--- config.mk ---
export PLATFORM = sky130hd
export DESIGN_NAME = cnt_seq_top
export DESIGN_NICKNAME = d
export VERILOG_FILES = /design/src/rtl/cnt_seq_pkg.sv /design/src/rtl/cnt_seq_ctrl.sv /design/src/rtl/cnt_seq_datapath.sv /design/src/rtl/cnt_seq_top.sv
export SDC_FILE = /design/constraint.sdc
export NUM_CORES = 1
export LEC_CHECK = 0
export CAP_MARGIN = 25
export CORE_AREA = 3 3 40 42
export DETAILED_ROUTE_END_ITERATION = 16
export DIE_AREA = 0 0 43 45
export DONT_BUFFER_PORTS = 1
export PLACE_DENSITY_LB_ADDON = 0.2
export SYNTH_ARGS = -nofsm -noshare
export SYNTH_HDL_FRONTEND = slang
export SYNTH_HIERARCHICAL = 1
export SYNTH_SLANG_ARGS = --single-unit
--- constraint.sdc ---
create_clock -name clk -period 1.5 [get_ports clk]
set_clock_uncertainty 0.15 [all_clocks]
set_input_delay 0 -clock clk [delete_from_list [all_inputs] [get_ports clk]]
set_output_delay 0 -clock clk [all_outputs]
set_load 0.05 [all_outputs]
--- src/rtl/cnt_seq_pkg.sv ---
package cnt_seq_pkg;
  typedef enum logic [1:0] {
    ST_IDLE   = 2'b00,
    ST_COUNT  = 2'b01,
    ST_FINISH = 2'b11
  } seq_state_e;
endpackage

--- src/rtl/cnt_seq_ctrl.sv ---
module cnt_seq_ctrl
  import cnt_seq_pkg::*;
(
  input  logic       clk,
  input  logic       rst,
  input  logic       start,
  input  logic       sel_bit,
  input  logic       stop_bit,
  output seq_state_e state_q,
  output logic       busy_q,
  output logic       do_clear,
  output logic       do_count,
  output logic       do_finish
);
  seq_state_e state_d;

  // The stop decision uses counter bits from before the edge.
  always_comb begin
    state_d = state_q;
    unique case (state_q)
      ST_IDLE:   if (start) state_d = ST_COUNT;
      ST_COUNT:  if (sel_bit && stop_bit) state_d = ST_FINISH;
      ST_FINISH: state_d = ST_IDLE;
      default:   state_d = ST_IDLE;
    endcase
  end

  always_ff @(posedge clk) begin
    if (rst) begin
      state_q <= ST_IDLE;
      busy_q  <= 1'b0;
    end else begin
      state_q <= state_d;
      busy_q  <= (state_d != ST_IDLE);
    end
  end

  always_comb begin
    do_clear  = (state_q == ST_IDLE) && start;
    do_count  = (state_q == ST_COUNT);
    do_finish = (state_q == ST_FINISH);
  end
endmodule

--- src/rtl/cnt_seq_datapath.sv ---
module cnt_seq_datapath #(
  parameter int CNT_W = 4
) (
  input  logic             clk,
  input  logic             rst,
  input  logic             do_clear,
  input  logic             do_count,
  input  logic             do_finish,
  output logic [CNT_W-1:0] cnt_q,
  output logic             e_q,
  output logic             f_q,
  output logic             sel_bit,
  output logic             stop_bit
);
  localparam int SEL_IDX  = CNT_W - 2;
  localparam int STOP_IDX = CNT_W - 1;
  localparam logic [CNT_W-1:0] ONE = {{(CNT_W-1){1'b0}}, 1'b1};

  always_ff @(posedge clk) begin
    if (rst) begin
      cnt_q <= '0;
      e_q   <= 1'b0;
      f_q   <= 1'b0;
    end else if (do_clear) begin
      cnt_q <= '0;
      f_q   <= 1'b0;
    end else if (do_count) begin
      cnt_q <= cnt_q + ONE;
      e_q   <= cnt_q[SEL_IDX];
    end else if (do_finish) begin
      f_q   <= 1'b1;
    end
  end

  assign sel_bit  = cnt_q[SEL_IDX];
  assign stop_bit = cnt_q[STOP_IDX];
endmodule

--- src/rtl/cnt_seq_top.sv ---
module cnt_seq_top
  import cnt_seq_pkg::*;
#(
  parameter int CNT_W = 4
) (
  input  logic             clk,
  input  logic             rst,
  input  logic             start,
  output logic [CNT_W-1:0] cnt_a,
  output logic             flag_e,
  output logic             flag_f,
  output logic             busy,
  output logic [1:0]       state_o
);
  seq_state_e state_q;
  logic do_clear, do_count, do_finish, sel_bit, stop_bit;

  cnt_seq_ctrl u_ctrl (
    .clk       (clk),
    .rst       (rst),
    .start     (start),
    .sel_bit   (sel_bit),
    .stop_bit  (stop_bit),
    .state_q   (state_q),
    .busy_q    (busy),
    .do_clear  (do_clear),
    .do_count  (do_count),
    .do_finish (do_finish)
  );

  cnt_seq_datapath #(.CNT_W(CNT_W)) u_dp (
    .clk       (clk),
    .rst       (rst),
    .do_clear  (do_clear),
    .do_count  (do_count),
    .do_finish (do_finish),
    .cnt_q     (cnt_a),
    .e_q       (flag_e),
    .f_q       (flag_f),
    .sel_bit   (sel_bit),
    .stop_bit  (stop_bit)
  );

  assign state_o = state_q;
endmodule

== Yosys cells after proc, flatten, opt, wreduce, memory -nomap -nowiden ==
Cells that the tools add are included.
Storage, ports and cells
  bits in registers: 9
  bits of input ports: 3
  word-level logic and storage cells: 20
  ROM bits: 0
  output and inout bits: 9
  latch bits: 0
  memories: 0
  memory bits (writable): 0
Cells by class
  bitwise operators: 2
  divide/modulo/power cells: 0
  shift-type cells: 0
  multiplexer cells: 3
  add/sub/neg operators: 1
  reductions and logical operators: 7
  magnitude comparators: 0
  multiply operators: 0
  equal/unequal tests: 2
Operator list (number)
  $add 4x1->4 const B: 1
  $mux 2: 2
  $pmux 2 s2: 1
  $reduce_and 2->1: 2
  $eq 2x1->1 const B: 1
  $eq 2x2->1 const B: 1
  $logic_and 1x1->1: 2
  $logic_not 2->1: 1
  $not 1->1: 2
  $reduce_bool 2->1: 1
  $reduce_or 2->1: 1

== Logic depth before layout (Yosys ltp) ==
Gate-level depths: netlist of the first run.
  word-level depth: 4
  mapped depth: 5
  gate-level depth less buffers: 4

== By module ==
The synthesis of the first run kept the hierarchy.
By module, submodules not included
  cnt_seq_datapath: cells each 27, sequential area each 120.1 µm², times used 1, area each 250.2 µm²
  cnt_seq_ctrl: cells each 11, sequential area each 60.1 µm², times used 1, area each 110.1 µm²

== Worst setup path before layout of the first run ==
No wires, ideal clock.
  path kind: register to register
  from: reg u_ctrl.state_q[0]
  to: reg u_dp.cnt_q[3]
  arrival time: 1.307 ns
  required time: 1.233 ns
  path slack: -0.074 ns
  period minus slack after synthesis: 1.574 ns
  library setup time: 0.117 ns
  stages on the path, launching flop included: 6
  buffers on the path: 1
  cell sequence: dfxtp_1 > nor2b_1 > buf_2 > nand4_1 > xor2_1 > nor2_1
On the way
  elaborated cells between the ends (all ways): 4
  those cells by class: eq/ne: 1; reduce/logical: 3
RTL lines
  from (decl): line cnt_seq_ctrl.sv:9  | output seq_state_e state_q,
  from (signal assigned): line cnt_seq_ctrl.sv:33  | state_q <= state_d;
  $eq 2x1->1: line cnt_seq_ctrl.sv:40  | do_count = (state_q == ST_COUNT);
  net do_count: line cnt_seq_top.sv:16  | logic do_clear, do_count, do_finish, sel_bit, stop_bit;
  to (signal assigned): line cnt_seq_datapath.sv:28  | cnt_q <= cnt_q + ONE;
  to (decl): line cnt_seq_datapath.sv:9  | output logic [CNT_W-1:0] cnt_q,
The timed path passes the listed nets, and every way through them passes these cells.
A chain may end at the register's enable or synchronous reset.

== Worst setup path in the final report of the first run ==
Same ends and word-level chain as after synthesis.

==> results of run 1 <==
-- final cells by class --
class                           instances  share of cell area [%]
Tap cell                               15                    3.95
Multi-Input combinational cell         25                    32.9
Sequential cell                         9                    38.4
Clock buffer                            4                    5.53
Inverter                                1                   0.789
Timing Repair Buffer                   11                    18.4
-- cell families after synthesis --
kind of cell,count (synthesis),synth area share (%)
muxes,1,2.78
adders and majority gates,1,3.47
buffers and inverters,4,6.59
AOI/OAI and AO/OA,3,4.17
DFF,9,50.0
and+or+nand+nor,17,25.7
xor gates and xnor gates,3,7.29
-- where the power goes --
part           leakage [nW]  total, mW  internal, mW  switching, mW
Clock                0.0150      0.181         0.102         0.0791
Sequential           0.0740      0.257         0.246         0.0111
Combinational         0.113     0.0559        0.0211         0.0349
-- flip-flops by register name, summed over array words and instances, names as in the netlist --
register        cells
u_dp/f_q            1
u_ctrl/state_q      2
u_dp/cnt_q          4
u_dp/e_q            1
u_ctrl/busy_q       1
-- layer usage --
layer	routed length (µm)	part of all wire (%)	vias up	GRT usage [%]
met4	0	0	0	3.61
met3	71	10	0	7.57
met1	293	42	130	7.06
met2	332	48	7	12.9
met5	0	0	-	0
li1	-	-	149	-
-- per-stage QoR --
step / total power [mW] / utilization (%) / setup slack [ns]
finish: 0.494 / 37.0 / 0.293
global route: 0.523 / 37.0 / 0.206
CTS: 0.506 / 37.0 / 0.285
detailed placement: 0.313 / 33.4 / 0.292
global placement: 0.311 / 33.4 / 0.317
floorplan: 0.299 / - / 0.0890
-- critical path, stage by stage, from the launching register on --
cell     delay (ns)
dfxtp_2        0.35
nor2b_1        0.14
buf_4          0.16
nand4_1        0.10
xor2_1         0.15
nor2_1         0.05
-- final timing paths --
path,depth (start not counted),from,endpoint
setup / recovery,5,u_ctrl/state_q[0],u_dp/cnt_q[3]
hold / removal,1,u_ctrl/state_q[1],u_ctrl/state_q[1]
setup reg to reg,5,u_ctrl/state_q[0],u_dp/cnt_q[3]
hold reg to reg,1,u_ctrl/state_q[1],u_ctrl/state_q[1]
-- synthesized netlist by cell type (all sizes together) --
master  count  area, µm²
and2        1       7.51
buf         3       20.0
nor3        3       20.0
nor2b       1       6.26
nor3b       1       7.51
o21ai       1       5.00
nand4       1       6.26
dfxtp       9        180
xnor2       1       8.76
nor2        6       22.5
xor2        2       17.5
nand2       1       3.75
inv         1       3.75
ha          1       12.5
mux2i       1       10.0
nand3b      1       7.51
or2         1       6.26
a21oi       2       10.0
nand3       1       5.00
-- timing repair --
action,in CTS,in global routing
hold endpoints to repair,9,0
hold buffers,2,0
resized for setup,0,0
==> qor.txt, run 1 <==
IO buf count = 0
# Post-CTS Setup Buffers = 0
Die Wd = 43 µm
Fill cells = 141
Final WL = 697 µm
Die Y-Extent = 45 µm
First-pass GRT wire length = 1.09 mm
Clk sink count = 9
Slew @ Worst Pin = 0.470 ns
CP Class = reg2reg
RSZ-0062 raised after global routing = no
FMAX = 828 MHz
Max cap viols = 0
Slew headroom = 68.6%
Starting DRC count in detailed routing = 0
Post-DP HPWL = 566 µm
Worst Path Arrival = 1.21 ns
Most frequent cells in the layout = buf_4 (9), dfxtp_1 (7), nor2_1 (6)
H-Tree Depth = 1
Synthesized area per cell = 9.48 µm²
Number of synthesis warnings = 6
Vias post-DR = 286
Number of antenna violations at the first check in global routing = 0
Vias in the first global route = 271
Final std cells w/o fill = 65
Core area = 0.00128 mm²
Top fanout value on the critical path = 6
Power per cell area = 1040 mW/mm²
Die footprint = 0.00194 mm²
Finish-stage setup viols = 0
TritonCTS Buffers = 3
ANT nets after route = 0
Commonest non-fill, non-tap cell in the layout = buf_4
CTS max path bufs = 2
Area of the multi-input gates = 156 µm²
Largest net degree at the start of global routing = 8
Total Negative Setup Slacks = 0 ns
GRT Total Usage = 8.10%
Root buffer cell = clkbuf_4
Remaining global-route overflow = 0
Num ports = 12
Critical Path Start Type = register
Post-Syn Area = 360 µm²
Std cell rows = 13
Flops & latches, synth = 9
Fin. max-slew vios = 0
Worst endpoint required time = 1.50 ns
Design area = 475 µm²
Clock Latency Late Sink = 0.26 ns
Post-Place Cell Area = 429 µm²
Worst hold slack = 0.330 ns
Avg WL per Cell = 10.7 µm
Initial Utilization = 28.0%
Final Cycle Share = 80.5%
Synth cell types = 21
# diodes = 0
CP endpoint kind = register
Hold WC Path Type = reg2reg
DRC viols = 0
Final min period = 1.21 ns
Area grow syn2layout = 31.9%
Register area share after synthesis = 50.0%
Net count, final = 55
Reg area = 183 µm²
Cells after DPL = 59
Layout cells sized above 1 = 32.0%
Reg2reg setup slack = 0.29 ns
TritonRoute pass-1 iters = 1
Via/cell ratio = 4.40
Final hold violation count = 0
Status = finished clean
VDD IR max = 0.413 mV
Leak pwr = 0.202 nW
GPL Wtd Cong = 0.687
Net Count, Synth = 42
Synth Instances = 38
Clock-pin slew on the worst setup and hold paths = 0.06 ns
TritonCTS clock tree = yes
Note: power is estimated with default switching activity, not from simulation.
==> run 2, diff against run 1 <==
==> constraint.sdc (replaced) <==
create_clock -name clk -period 1.1 [get_ports clk]
set_clock_uncertainty 0.15 [all_clocks]
set_input_delay 0 -clock clk [delete_from_list [all_inputs] [get_ports clk]]
set_output_delay 0 -clock clk [all_outputs]
set_load 0.05 [all_outputs]
==> qor.txt, run 2 (same netlist as run 1, synthesis figures left out) <==
Final hold violation count = 0 (unchanged)
Fill cells = 125 (was 141)
Max reg flops = 4 (unchanged)
CP endpoint kind = register (unchanged)
FMAX = 860 MHz (was 828 MHz)
Hold WC Path Type = reg2reg (unchanged)
Post-DP HPWL = 581 µm (was 566 µm)
IO buf count = 0 (unchanged)
Cells along the critical path = nor2b_4 > buf_6 > inv_2 > o21ai_1 > a21oi_1 (was nor2b_1 > buf_4 > nand4_1 > xor2_1 > nor2_1)
Std cell rows = 13 (unchanged)
Critical Path Start Type = register (unchanged)
# diodes = 0 (unchanged)
CP Class = reg2reg (unchanged)
GRT Total Usage = 8.83% (was 8.10%)
GPL Wtd Cong = 0.753 (was 0.687)
Clock Latency Late Sink = 0.26 ns (about the same)
Met2 Use GR = 14.4% (was 12.9%)
Max incr delay on CP = 0.37 ns (was 0.35 ns)
Clock-pin slew on the worst setup and hold paths = 0.06 ns (about the same)
Failing checks = negative setup slack
Total power = 699 µW (was 494 µW)
Num ports = 12 (unchanged)
Starting DRC count in detailed routing = 3 (was 0)
Initial Utilization = 28.0% (unchanged)
Top reg by flops = u_dp/cnt_q (unchanged)
RSZ-0062 raised after global routing = yes (was no)
Layout cells sized above 1 = 50.9% (was 32.0%)
Met1 Use GR = 9.42% (was 7.06%)
Worst hold slack = 0.339 ns (was 0.330 ns)
Final WL = 802 µm (was 697 µm)
Leak pwr = 0.247 nW (was 0.202 nW)
Final min period = 1.16 ns (was 1.21 ns)
Avg WL per Cell = 11.5 µm (was 10.7 µm)
Root buffer cell = clkbuf_4 (unchanged)
GRT met3 Usage = 6.37% (was 7.57%)
Via/cell ratio = 4.46 (was 4.40)
Slew @ Worst Pin = 0.475 ns (was 0.470 ns)
Area grow syn2layout = 58.3% (was 31.9%)
Finish-stage setup viols = 4 (was 0)
Vias post-DR = 312 (was 286)
CTS max path bufs = 2 (unchanged)
# Post-CTS Setup Buffers = 0 (unchanged)
Final Cycle Share = 106% (was 80.5%)
Worst endpoint required time = 1.08 ns (was 1.50 ns)
Status = finished with violations (was finished clean)
VDD IR max = 0.597 mV (was 0.413 mV)
Busiest grt layer = met2 (unchanged)
First-pass GRT wire length = 1.24 mm (was 1.09 mm)
TritonCTS clock tree = yes (unchanged)
Worst Path Arrival = 1.15 ns (was 1.21 ns)
Clk sink count = 9 (unchanged)
Commonest non-fill, non-tap cell in the layout = buf_4 (unchanged)
Max cap viols = 0 (unchanged)
CP max-delay cell = dfxtp_4 (was dfxtp_2)
Vias in the first global route = 291 (was 271)
Top fanout value on the critical path = 4 (was 6)
Post-Route Utilization = 44.4% (was 37.0%)
Power per cell area = 1230 mW/mm² (was 1040 mW/mm²)
Remaining global-route overflow = 0 (unchanged)
Number of antenna violations at the first check in global routing = 0 (unchanged)
TritonRoute pass-1 iters = 2 (was 1)
Core area = 0.00128 mm² (unchanged)
H-Tree Depth = 1 (unchanged)
Die Wd = 43 µm (unchanged)
DRC viols = 0 (unchanged)
Leading registers by flop count = u_dp/cnt_q x4, u_ctrl/state_q x2 (unchanged)
Most frequent cells in the layout = buf_4 (10), nor2_1 (6), dfxtp_1 (5) (was buf_4 (9), dfxtp_1 (7), nor2_1 (6))
Largest net degree at the start of global routing = 6 (was 8)
Die Y-Extent = 45 µm (unchanged)
PnR worst setup slack = -0.0624 ns (was 0.293 ns)
Slew headroom = 68.3% (was 68.6%)
ANT nets after route = 0 (unchanged)
Die footprint = 0.00194 mm² (unchanged)
Net count, final = 60 (was 55)
TritonCTS Buffers = 3 (unchanged)
Fin. max-slew vios = 0 (unchanged)
[run 2: timing repair]
action                     CTS  global route
pin swaps                    2             1
gates resized for setup      9             4
hold buffers                 2             0
setup endpoints to repair    6             7
hold endpoints to repair     9             0
[run 2: path summary, 6_finish.rpt]
check,from,to,slack [ns],depth (start not counted)
worst max-delay path,u_ctrl/state_q[0],u_dp/e_q,-0.06,5
worst min-delay path,u_dp/e_q,u_dp/e_q,0.34,2
worst max register to register,u_ctrl/state_q[0],u_dp/e_q,-0.06,5
worst min register to register,u_dp/e_q,u_dp/e_q,0.34,2
[run 2: critical path, delay by kind of cell (launching register included)]
kind,cells,cell delay [ns]
buffers and inverters,2,0.15
DFF,1,0.37
and+or+nand+nor,1,0.20
AOI/OAI and AO/OA,2,0.17
[run 2: layout make-up]
class | count | area [µm²] | area share [%]
Timing Repair Buffer | 16 | 153 | 26.8
Multi-Input combinational cell | 25 | 176 | 30.9
Clock buffer | 4 | 26.3 | 4.61
Inverter | 1 | 3.75 | 0.658
Tap cell | 15 | 18.8 | 3.29
Sequential cell | 9 | 193 | 33.8
[run 2: metrics by stage]
step	std cells	setup WS (ns)	setup TNS (ns)	area, µm²
after floorplan	38	-0.168	-0.625	375
final	70	-0.0624	-0.165	571
after CTS	70	-0.0595	-0.179	558
after global placement	64	-0.115	-0.593	477
after detailed placement	64	-0.164	-0.880	477
after global routing	70	-0.0919	-0.435	571
[run 2: power by group]
group	internal (mW)	total (mW)	switching, mW
logic	0.0498	0.103	0.0531
clock network	0.139	0.248	0.109
registers	0.332	0.348	0.0165
[run 2: per-layer routing]
layer  vias up  routed length, µm
met4         0                 17
li1        160                  -
met3         2                 69
met1       138                342
met2        12                373
met5         -                  0
